<file path="config.mk">
export PLATFORM = sky130hd
export DESIGN_NAME = nand_phase_timer
export DESIGN_NICKNAME = d
export VERILOG_FILES = /design/src/rtl/nand_timer_pkg.sv /design/src/rtl/nt_down_counter.sv /design/src/rtl/nt_param_select.sv /design/src/rtl/nt_hiz_window.sv /design/src/rtl/nt_phase_fsm.sv /design/src/rtl/nand_phase_timer.sv
export SDC_FILE = /design/constraint.sdc
export NUM_CORES = 1
export LEC_CHECK = 0
export BUFFER_PORTS_ARGS = -buffer_cell sky130_fd_sc_hd__buf_2
export CAP_MARGIN = 20
export CORE_UTILIZATION = 49
export DETAILED_ROUTE_END_ITERATION = 7
export PLACE_DENSITY = 0.84
export SYNTH_ARGS = -nofsm -noshare
export SYNTH_HDL_FRONTEND = slang
export SYNTH_SLANG_ARGS = --single-unit
</file>
<file path="constraint.sdc">
create_clock -name clk -period 2.3 [get_ports clk]
set_input_delay 0.345 -clock clk [delete_from_list [all_inputs] [get_ports clk]]
set_output_delay 0.345 -clock clk [all_outputs]
set_load 0.05 [all_outputs]
</file>
<file path="src/rtl/nand_timer_pkg.sv">
package nand_timer_pkg;

    typedef enum logic [2:0] {
        ST_IDLE,
        ST_TURN,
        ST_SETUP,
        ST_STROBE,
        ST_STRETCH,
        ST_HOLD,
        ST_DONE
    } nt_state_e;

    localparam int unsigned NT_FIELDS = 4;
    localparam int unsigned NT_F_SETUP = 0;
    localparam int unsigned NT_F_STROBE = 1;
    localparam int unsigned NT_F_HOLD = 2;
    localparam int unsigned NT_F_HIZ = 3;

endpackage

</file>
<file path="src/rtl/nt_down_counter.sv">
module nt_down_counter #(
    parameter int unsigned W = 9
) (
    input  logic         clk,
    input  logic         rst_n,
    input  logic         load_i,
    input  logic [W-1:0] value_i,
    output logic         zero_o
);
    logic [W-1:0] cnt_q;

    always_ff @(posedge clk or negedge rst_n) begin
        if (!rst_n) begin
            cnt_q <= '0;
        end else if (load_i) begin
            cnt_q <= value_i;
        end else if (cnt_q != '0) begin
            cnt_q <= cnt_q - W'(1);
        end
    end

    assign zero_o = (cnt_q == '0);

    // The count never wraps: a zero count stays zero until it is loaded again.
    a_r5_no_wrap: assert property (@(posedge clk) disable iff (!rst_n)
        (zero_o && !load_i) |=> zero_o);

endmodule

</file>
<file path="src/rtl/nt_param_select.sv">
module nt_param_select
    import nand_timer_pkg::*;
#(
    parameter int unsigned TW = 8
) (
    input  logic          clk,
    input  logic          rst_n,
    input  logic          capture_i,
    input  logic          attr_i,
    input  logic          write_i,
    input  logic [TW-1:0] com_setup_i,
    input  logic [TW-1:0] com_strobe_i,
    input  logic [TW-1:0] com_hold_i,
    input  logic [TW-1:0] com_hiz_i,
    input  logic [TW-1:0] att_setup_i,
    input  logic [TW-1:0] att_strobe_i,
    input  logic [TW-1:0] att_hold_i,
    input  logic [TW-1:0] att_hiz_i,
    output logic [TW-1:0] live_setup_o,
    output logic [TW-1:0] live_hiz_o,
    output logic [TW-1:0] held_setup_o,
    output logic [TW-1:0] held_strobe_o,
    output logic [TW-1:0] held_hold_o,
    output logic          held_write_o
);
    // Fields at index NT_F_HIZ and above are only needed at the start edge.
    localparam int unsigned NHELD = NT_F_HIZ;

    logic [NT_FIELDS-1:0][TW-1:0] com_f;
    logic [NT_FIELDS-1:0][TW-1:0] att_f;
    logic [NT_FIELDS-1:0][TW-1:0] live_f;
    logic [NHELD-1:0][TW-1:0]     held_f;

    assign com_f = {com_hiz_i, com_hold_i, com_strobe_i, com_setup_i};
    assign att_f = {att_hiz_i, att_hold_i, att_strobe_i, att_setup_i};

    for (genvar g = 0; g < NT_FIELDS; g++) begin : g_field
        assign live_f[g] = attr_i ? att_f[g] : com_f[g];
        if (g < NHELD) begin : g_keep
            logic [TW-1:0] held_q;
            always_ff @(posedge clk or negedge rst_n) begin
                if (!rst_n) begin
                    held_q <= '0;
                end else if (capture_i) begin
                    held_q <= live_f[g];
                end
            end
            assign held_f[g] = held_q;
        end
    end

    logic write_q;
    always_ff @(posedge clk or negedge rst_n) begin
        if (!rst_n) begin
            write_q <= 1'b0;
        end else if (capture_i) begin
            write_q <= write_i;
        end
    end

    assign live_setup_o  = live_f[NT_F_SETUP];
    assign live_hiz_o    = live_f[NT_F_HIZ];
    assign held_setup_o  = held_f[NT_F_SETUP];
    assign held_strobe_o = held_f[NT_F_STROBE];
    assign held_hold_o   = held_f[NT_F_HOLD];
    assign held_write_o  = write_q;

    // The captured values follow the set chosen by attr_i at the capture edge.
    a_r2_pick_set: assert property (@(posedge clk) disable iff (!rst_n)
        (capture_i && attr_i) |=> (held_strobe_o == $past(att_strobe_i)));

endmodule

</file>
<file path="src/rtl/nt_hiz_window.sv">
module nt_hiz_window #(
    parameter int unsigned TW = 8
) (
    input  logic          clk,
    input  logic          rst_n,
    input  logic          load_i,
    input  logic [TW-1:0] hiz_i,
    input  logic          phase_i,
    output logic          data_oe_o
);
    logic released_over;

    nt_down_counter #(.W(TW)) i_hiz_cnt (
        .clk     (clk),
        .rst_n   (rst_n),
        .load_i  (load_i),
        .value_i (hiz_i),
        .zero_o  (released_over)
    );

    assign data_oe_o = phase_i && released_over;

    // A non-zero release count keeps the pad undriven in the first access cycle.
    a_r8_release_first: assert property (@(posedge clk) disable iff (!rst_n)
        (load_i && hiz_i != '0) |=> !data_oe_o);

endmodule

</file>
<file path="src/rtl/nt_phase_fsm.sv">
module nt_phase_fsm
    import nand_timer_pkg::*;
#(
    parameter int unsigned TW  = 8,
    parameter int unsigned TRW = 4,
    parameter int unsigned CW  = TW + 1
) (
    input  logic           clk,
    input  logic           rst_n,
    input  logic           start_i,
    input  logic           write_i,
    input  logic           wait_n_i,
    input  logic [TW-1:0]  live_setup_i,
    input  logic [TRW-1:0] turn_i,
    input  logic [TW-1:0]  held_setup_i,
    input  logic [TW-1:0]  held_strobe_i,
    input  logic [TW-1:0]  held_hold_i,
    input  logic           held_write_i,
    input  logic           cnt_zero_i,
    output logic           cnt_load_o,
    output logic [CW-1:0]  cnt_value_o,
    output logic           capture_o,
    output logic           we_n_o,
    output logic           oe_n_o,
    output logic           done_o,
    output logic           drive_phase_o
);
    nt_state_e state_q, state_d;

    logic [CW-1:0] hold_len;
    logic [CW-1:0] hold_last;
    logic          hold_none;
    logic          strobe_on;

    // Reads keep the address one cycle longer after the strobe.
    assign hold_len  = CW'(held_hold_i) + CW'(!held_write_i);
    assign hold_last = hold_len - CW'(1);
    assign hold_none = (hold_len == '0);

    always_ff @(posedge clk or negedge rst_n) begin
        if (!rst_n) begin
            state_q <= ST_IDLE;
        end else begin
            state_q <= state_d;
        end
    end

    always_comb begin
        state_d     = state_q;
        cnt_load_o  = 1'b0;
        cnt_value_o = '0;
        unique case (state_q)
            ST_IDLE: begin
                if (start_i) begin
                    cnt_load_o = 1'b1;
                    if (write_i) begin
                        state_d     = ST_SETUP;
                        cnt_value_o = CW'(live_setup_i);
                    end else begin
                        state_d     = ST_TURN;
                        cnt_value_o = CW'(turn_i);
                    end
                end
            end
            ST_TURN: begin
                if (cnt_zero_i) begin
                    state_d     = ST_SETUP;
                    cnt_load_o  = 1'b1;
                    cnt_value_o = CW'(held_setup_i);
                end
            end
            ST_SETUP: begin
                if (cnt_zero_i) begin
                    state_d     = ST_STROBE;
                    cnt_load_o  = 1'b1;
                    cnt_value_o = CW'(held_strobe_i);
                end
            end
            ST_STROBE: begin
                if (cnt_zero_i) begin
                    if (!wait_n_i) begin
                        state_d = ST_STRETCH;
                    end else if (hold_none) begin
                        state_d = ST_DONE;
                    end else begin
                        state_d     = ST_HOLD;
                        cnt_load_o  = 1'b1;
                        cnt_value_o = hold_last;
                    end
                end
            end
            ST_STRETCH: begin
                if (wait_n_i) begin
                    if (hold_none) begin
                        state_d = ST_DONE;
                    end else begin
                        state_d     = ST_HOLD;
                        cnt_load_o  = 1'b1;
                        cnt_value_o = hold_last;
                    end
                end
            end
            ST_HOLD: begin
                if (cnt_zero_i) begin
                    state_d = ST_DONE;
                end
            end
            ST_DONE: begin
                state_d = ST_IDLE;
            end
            default: begin
                state_d = ST_IDLE;
            end
        endcase
    end

    always_comb begin
        strobe_on     = (state_q == ST_STROBE) || (state_q == ST_STRETCH);
        we_n_o        = !(strobe_on && held_write_i);
        oe_n_o        = !(strobe_on && !held_write_i);
        done_o        = (state_q == ST_DONE);
        drive_phase_o = held_write_i && (state_q inside {ST_SETUP, ST_STROBE, ST_STRETCH, ST_HOLD});
        capture_o     = (state_q == ST_IDLE) && start_i;
    end

    a_r9_done_single: assert property (@(posedge clk) disable iff (!rst_n)
        done_o |=> !done_o);

    a_r9_done_ignores_start: assert property (@(posedge clk) disable iff (!rst_n)
        done_o |=> (state_q == ST_IDLE));

    a_r6_stretch_keeps: assert property (@(posedge clk) disable iff (!rst_n)
        (strobe_on && cnt_zero_i && !wait_n_i) |=> strobe_on);

    a_r7_hold_after_strobe: assert property (@(posedge clk) disable iff (!rst_n)
        (state_q == ST_HOLD) |-> ($past(state_q) == ST_HOLD || $past(strobe_on)));

endmodule

</file>
<file path="src/rtl/nand_phase_timer.sv">
module nand_phase_timer #(
    parameter int unsigned TW  = 8,
    parameter int unsigned TRW = 4
) (
    input  logic           clk,
    input  logic           rst_n,
    input  logic           start_i,
    input  logic           write_i,
    input  logic           attr_i,
    input  logic [TRW-1:0] turn_dly_i,
    input  logic [TW-1:0]  com_setup_i,
    input  logic [TW-1:0]  com_strobe_i,
    input  logic [TW-1:0]  com_hold_i,
    input  logic [TW-1:0]  com_hiz_i,
    input  logic [TW-1:0]  att_setup_i,
    input  logic [TW-1:0]  att_strobe_i,
    input  logic [TW-1:0]  att_hold_i,
    input  logic [TW-1:0]  att_hiz_i,
    input  logic           wait_n_i,
    output logic           we_n_o,
    output logic           oe_n_o,
    output logic           data_oe_o,
    output logic           done_o
);
    localparam int unsigned CW = TW + 1;

    logic          capture;
    logic          cnt_load;
    logic [CW-1:0] cnt_value;
    logic          cnt_zero;
    logic          drive_phase;
    logic [TW-1:0] live_setup;
    logic [TW-1:0] live_hiz;
    logic [TW-1:0] held_setup;
    logic [TW-1:0] held_strobe;
    logic [TW-1:0] held_hold;
    logic          held_write;

    nt_param_select #(.TW(TW)) i_params (
        .clk           (clk),
        .rst_n         (rst_n),
        .capture_i     (capture),
        .attr_i        (attr_i),
        .write_i       (write_i),
        .com_setup_i   (com_setup_i),
        .com_strobe_i  (com_strobe_i),
        .com_hold_i    (com_hold_i),
        .com_hiz_i     (com_hiz_i),
        .att_setup_i   (att_setup_i),
        .att_strobe_i  (att_strobe_i),
        .att_hold_i    (att_hold_i),
        .att_hiz_i     (att_hiz_i),
        .live_setup_o  (live_setup),
        .live_hiz_o    (live_hiz),
        .held_setup_o  (held_setup),
        .held_strobe_o (held_strobe),
        .held_hold_o   (held_hold),
        .held_write_o  (held_write)
    );

    nt_down_counter #(.W(CW)) i_phase_cnt (
        .clk     (clk),
        .rst_n   (rst_n),
        .load_i  (cnt_load),
        .value_i (cnt_value),
        .zero_o  (cnt_zero)
    );

    nt_phase_fsm #(.TW(TW), .TRW(TRW), .CW(CW)) i_fsm (
        .clk           (clk),
        .rst_n         (rst_n),
        .start_i       (start_i),
        .write_i       (write_i),
        .wait_n_i      (wait_n_i),
        .live_setup_i  (live_setup),
        .turn_i        (turn_dly_i),
        .held_setup_i  (held_setup),
        .held_strobe_i (held_strobe),
        .held_hold_i   (held_hold),
        .held_write_i  (held_write),
        .cnt_zero_i    (cnt_zero),
        .cnt_load_o    (cnt_load),
        .cnt_value_o   (cnt_value),
        .capture_o     (capture),
        .we_n_o        (we_n_o),
        .oe_n_o        (oe_n_o),
        .done_o        (done_o),
        .drive_phase_o (drive_phase)
    );

    nt_hiz_window #(.TW(TW)) i_hiz (
        .clk       (clk),
        .rst_n     (rst_n),
        .load_i    (capture),
        .hiz_i     (live_hiz),
        .phase_i   (drive_phase),
        .data_oe_o (data_oe_o)
    );

    a_r10_one_strobe: assert property (@(posedge clk) disable iff (!rst_n)
        !(!we_n_o && !oe_n_o));

    a_r8_no_drive_on_read: assert property (@(posedge clk) disable iff (!rst_n)
        data_oe_o |-> oe_n_o);

    a_r1_quiet_after_reset: assert property (@(posedge clk) disable iff (!rst_n)
        $rose(rst_n) |-> (we_n_o && oe_n_o && !done_o));

endmodule

</file>
==> run_results.csv <==
group,metric,value,unit
synthesis,synth_simple_gate_area_share,19.8,%
power,combinational_group_share_of_total_power,54.1,%
sta,setup-violations-final,1,
power,powerDensity,1200,mW/mm^2
status,violations,"setup timing",
critical_path,crit_path_end_kind,"primary output",
sta,slew_headroom,58.5,%
grt,grtUsageTotal,25.2,%
drt,route.antenna.remaining_nets,0,
floorplanning,fp.dieArea,0.00685,sq mm
sta,timing.final.crit_period,2.31,ns
sta,timing.fmax,433,MHz
final_layout,multiInputGateArea,0.00204,sq mm
power,p_total,4700,uW
synthesis,ys_types,61,
synthesis,synth_fp_nets,440,
drt,num_vias,3028,
power,vdd.ir_drop.worst,0.627,mV
synthesis,post_synth.cell_area_avg,8.93,sq um
power,power.share.switching,46.5,%
power,leakagePower,0.00178,uW
grt,antenna_found_initial,0,
synthesis,synth_async_sr_flop_share,100,%
synthesis,synth-xor-area-share,6.03,%
synthesis,synth.cell_area,0.00320,sq mm
cts,cts_buffer_depth,2,
synthesis,synth_edf_count,0,
final_layout,diodes,0,
power,internal-power,2510,uW
sta,fin_worst_hold_slack,0.0358,ns
final_layout,layout.nets,521,
critical_path,cp_num_buf_inv,1,
drt,viasPerCell,5.86,
critical_path,worst_ep_arrival_time,1.97,ns
drt,initialDrtViolationCount,251,
cts,cts.sink_count,45,
cts,cts_tree,"built",
cts,clock_tree.root_cell,"sky130_fd_sc_hd__clkbuf_8",
power,seq_power_share,34.9,%
synthesis,sequential_cell_area_fraction_in_the_yosys_report,35.2,%
grt,grt.overflow.total,0,
floorplanning,ios,78,
sta,finalSetupTns,-0.0102,ns
sta,hold_violations,0,
grt,grt_start_max_net_pins,27,
critical_path,critical_path_class,"reg2out",
cts,clk-insertion-delay-late,0.30,ns
synthesis,synth_compound_gate_area_share,20.0,%
critical_path,worst_setup_path_start,"i_hiz.i_hiz_cnt.cnt_q[5]$_DFFE_PN0P_",
critical_path,crit_path_max_fanout,3,
critical_path,r2r_start,"i_params.held_hold_o[0]$_DFFE_PN0P_",
synthesis,yosysWarnings,0,
final_layout,filler_cell_count,513,
drt,drt_pre_antenna_iters,5,
cts,number_of_buffers_created_by_cts,5,
drt,detail_route.wirelength,8.18,mm
floorplanning,floorplan.initialDensity,50.7,%
worst_hold_path,holdCritPathClass,"in2async",
cts,clock_input_transition_at_the_sequential_cells_of_the_worst_setup_and_hold_paths,0.10,ns
sta,setup_repair_after_global_routing_missed_its_margin,"yes",
drt,detail_route.drc_violations,0,
cts,h-tree-depth,2,
power,power_switching,2190,uW
grt,first_global_vias,2754,
synthesis,share_of_cell_area_taken_by_muxes_after_synthesis,11.0,%
power,power.clock.fraction,11.0,%
final_layout,flow.area_growth_from_synthesis,22.9,%
synthesis,yosys_register_bits,45,
critical_path,timing.critical_path.max_delay_family,"simple AND/OR/NAND/NOR gates",
floorplanning,die-width,82.8,um
sta,worst_clock_skew,0.00910,ns
status,outcome,"complete, but fails checks",
sta,slew_violations,0,
critical_path,startpoint_type,"flip-flop",
grt,wire_length_of_the_first_global_routing_pass,12.9,mm
floorplanning,placeableCoreArea,0.00631,sq mm
placed_design,port_buffers,77,
flow_run,maxCapViolations,0,
synthesis,synth_top_family_by_area,"compound AO/OA/AOI/OAI gates",
sta,timing.final.ws_setup,-0.0102,ns
synthesis,synthAdderAreaFrac,3.13,%
sta,worst_margin_pin_slew,0.621,ns
placed_design,place_hpwl,6.13,mm
final_layout,ff_latch_area,0.00113,sq mm
critical_path,worst-endpoint-required,1.96,ns
critical_path,crit_path_top_delay_cell,"sky130_fd_sc_hd__or4_4",
drt,route.detailed.wl_per_inst,15.8,um
placed_design,gp_congestion,0.931,
floorplanning,rows,29,
final_layout,drive_gt1_share,30.2,%
critical_path,max_stage_delay,0.57,ns
sta,timing.final.crit_share,100,%
critical_path,cp_cell_sequence,"or4_4 -> nor4b_4 -> nor3b_4 -> buf_6",
floorplanning,fp.dieH,82.8,um
synthesis,synthFlopType,"sky130_fd_sc_hd__dfrtp_1",
synthesis,post_synth_inst_count,358,
## cell type report
class	instances	share of cell area, %
repair buffers	96	13.5
multi-input cells	279	51.9
inverters	12	1.15
flip-flops and latches	45	28.7
clock buffers	5	1.75
clock inverters	3	0.541
well taps	77	2.45
## path summary, 6_finish.rpt
kind / endpoint / cells past startpoint / slack (ns)
setup / recovery: data_oe_o / 4 / -0.01
setup reg to reg: i_phase_cnt.cnt_q[1]$_DFFE_PN0P_ / 9 / 0.07
max in group asynchronous: i_params.held_setup_o[4]$_DFFE_PN0P_ / 2 / 1.66
hold / removal: i_params.held_hold_o[5]$_DFFE_PN0P_ / 1 / 0.04
hold reg to reg: i_params.held_setup_o[2]$_DFFE_PN0P_ / 2 / 0.50
min in group clk: i_params.held_hold_o[2]$_DFFE_PN0P_ / 3 / 0.32
## repair_timing
action	in CTS	in global routing
pin swaps	2	3
buffers inserted	1	1
gates cloned	1	0
endpoints found under the setup margin	9	12
gates resized for setup	7	11
hold buffers	0	0
## logic make-up after synthesis
group	count (synthesis)
DFF	45
buffers and inverters	34
AOI/OAI and AO/OA	97
xor gates and xnor gates	22
muxes	35
adders and majority gates	8
and+or+nand+nor	117
## per-layer routing
metal / routed length (um) / up-vias / track usage (%)
met5: 0 / - / 0
li1: - / 1460 / -
met1: 3540 / 1420 / 34.3
met3: 473 / 16 / 4.48
met4: 176 / 0 / 9.31
met2: 3990 / 132 / 39.8
## Yosys cell counts, types with 8 or more instances
master | n | area share, %
sky130_fd_sc_hd__a21oi_1 | 15 | 2.3
sky130_fd_sc_hd__nand2_1 | 39 | 4.6
sky130_fd_sc_hd__inv_1 | 12 | 1.4
sky130_fd_sc_hd__xnor2_1 | 11 | 3.0
sky130_fd_sc_hd__nor2_1 | 19 | 2.2
sky130_fd_sc_hd__xor2_1 | 11 | 3.0
sky130_fd_sc_hd__o21ai_0 | 31 | 4.9
sky130_fd_sc_hd__dfrtp_1 | 45 | 35
sky130_fd_sc_hd__buf_2 | 8 | 1.3
sky130_fd_sc_hd__mux2i_1 | 35 | 11
sky130_fd_sc_hd__a22oi_1 | 8 | 1.9
sky130_fd_sc_hd__ha_1 | 8 | 3.1
## cell usage in the layout (no fill, tap or decap), drive strengths merged, types with 8 or more instances in the layout
master	count
o21ai	33
nor2	20
xor2	11
mux2i	35
nand2	40
ha	8
a21oi	16
buf	96
inv	13
xnor2	11
dfrtp	45
a22oi	8
## metrics by stage
step	setup slack (ns)	util [%]	cells	cell area [sq um]
6_report	-0.0102	62.2	517	3930
3_3_place_gp	0.0660	58.8	506	3710
3_5_place_dp	0.00188	58.8	506	3710
5_1_grt	-0.0847	62.2	517	3930
4_1_cts	-0.0294	61.0	516	3850
2_1_floorplan	0.0461	-	358	3220
## power by group through the flow
stage	Clock [uW]	Sequential, uW	Combinational, uW
4_1_cts	517	1620	2390
3_3_place_gp	0	1600	2200
5_1_grt	556	1700	2790
6_report	517	1640	2540
2_1_floorplan	0	1440	1870
3_5_place_dp	0	1620	2310
## flip-flops by register name, summed over array words and instances (netlist names)
| name | cells |
|---|---|
| i_fsm.state_q | 3 |
| i_params.held_write_o | 1 |
| i_params.held_strobe_o | 8 |
| i_params.held_hold_o | 8 |
| i_phase_cnt.cnt_q | 9 |
| i_params.held_setup_o | 8 |
| i_hiz.i_hiz_cnt.cnt_q | 8 |
No activity file was read; power rests on OpenSTA's default activity.
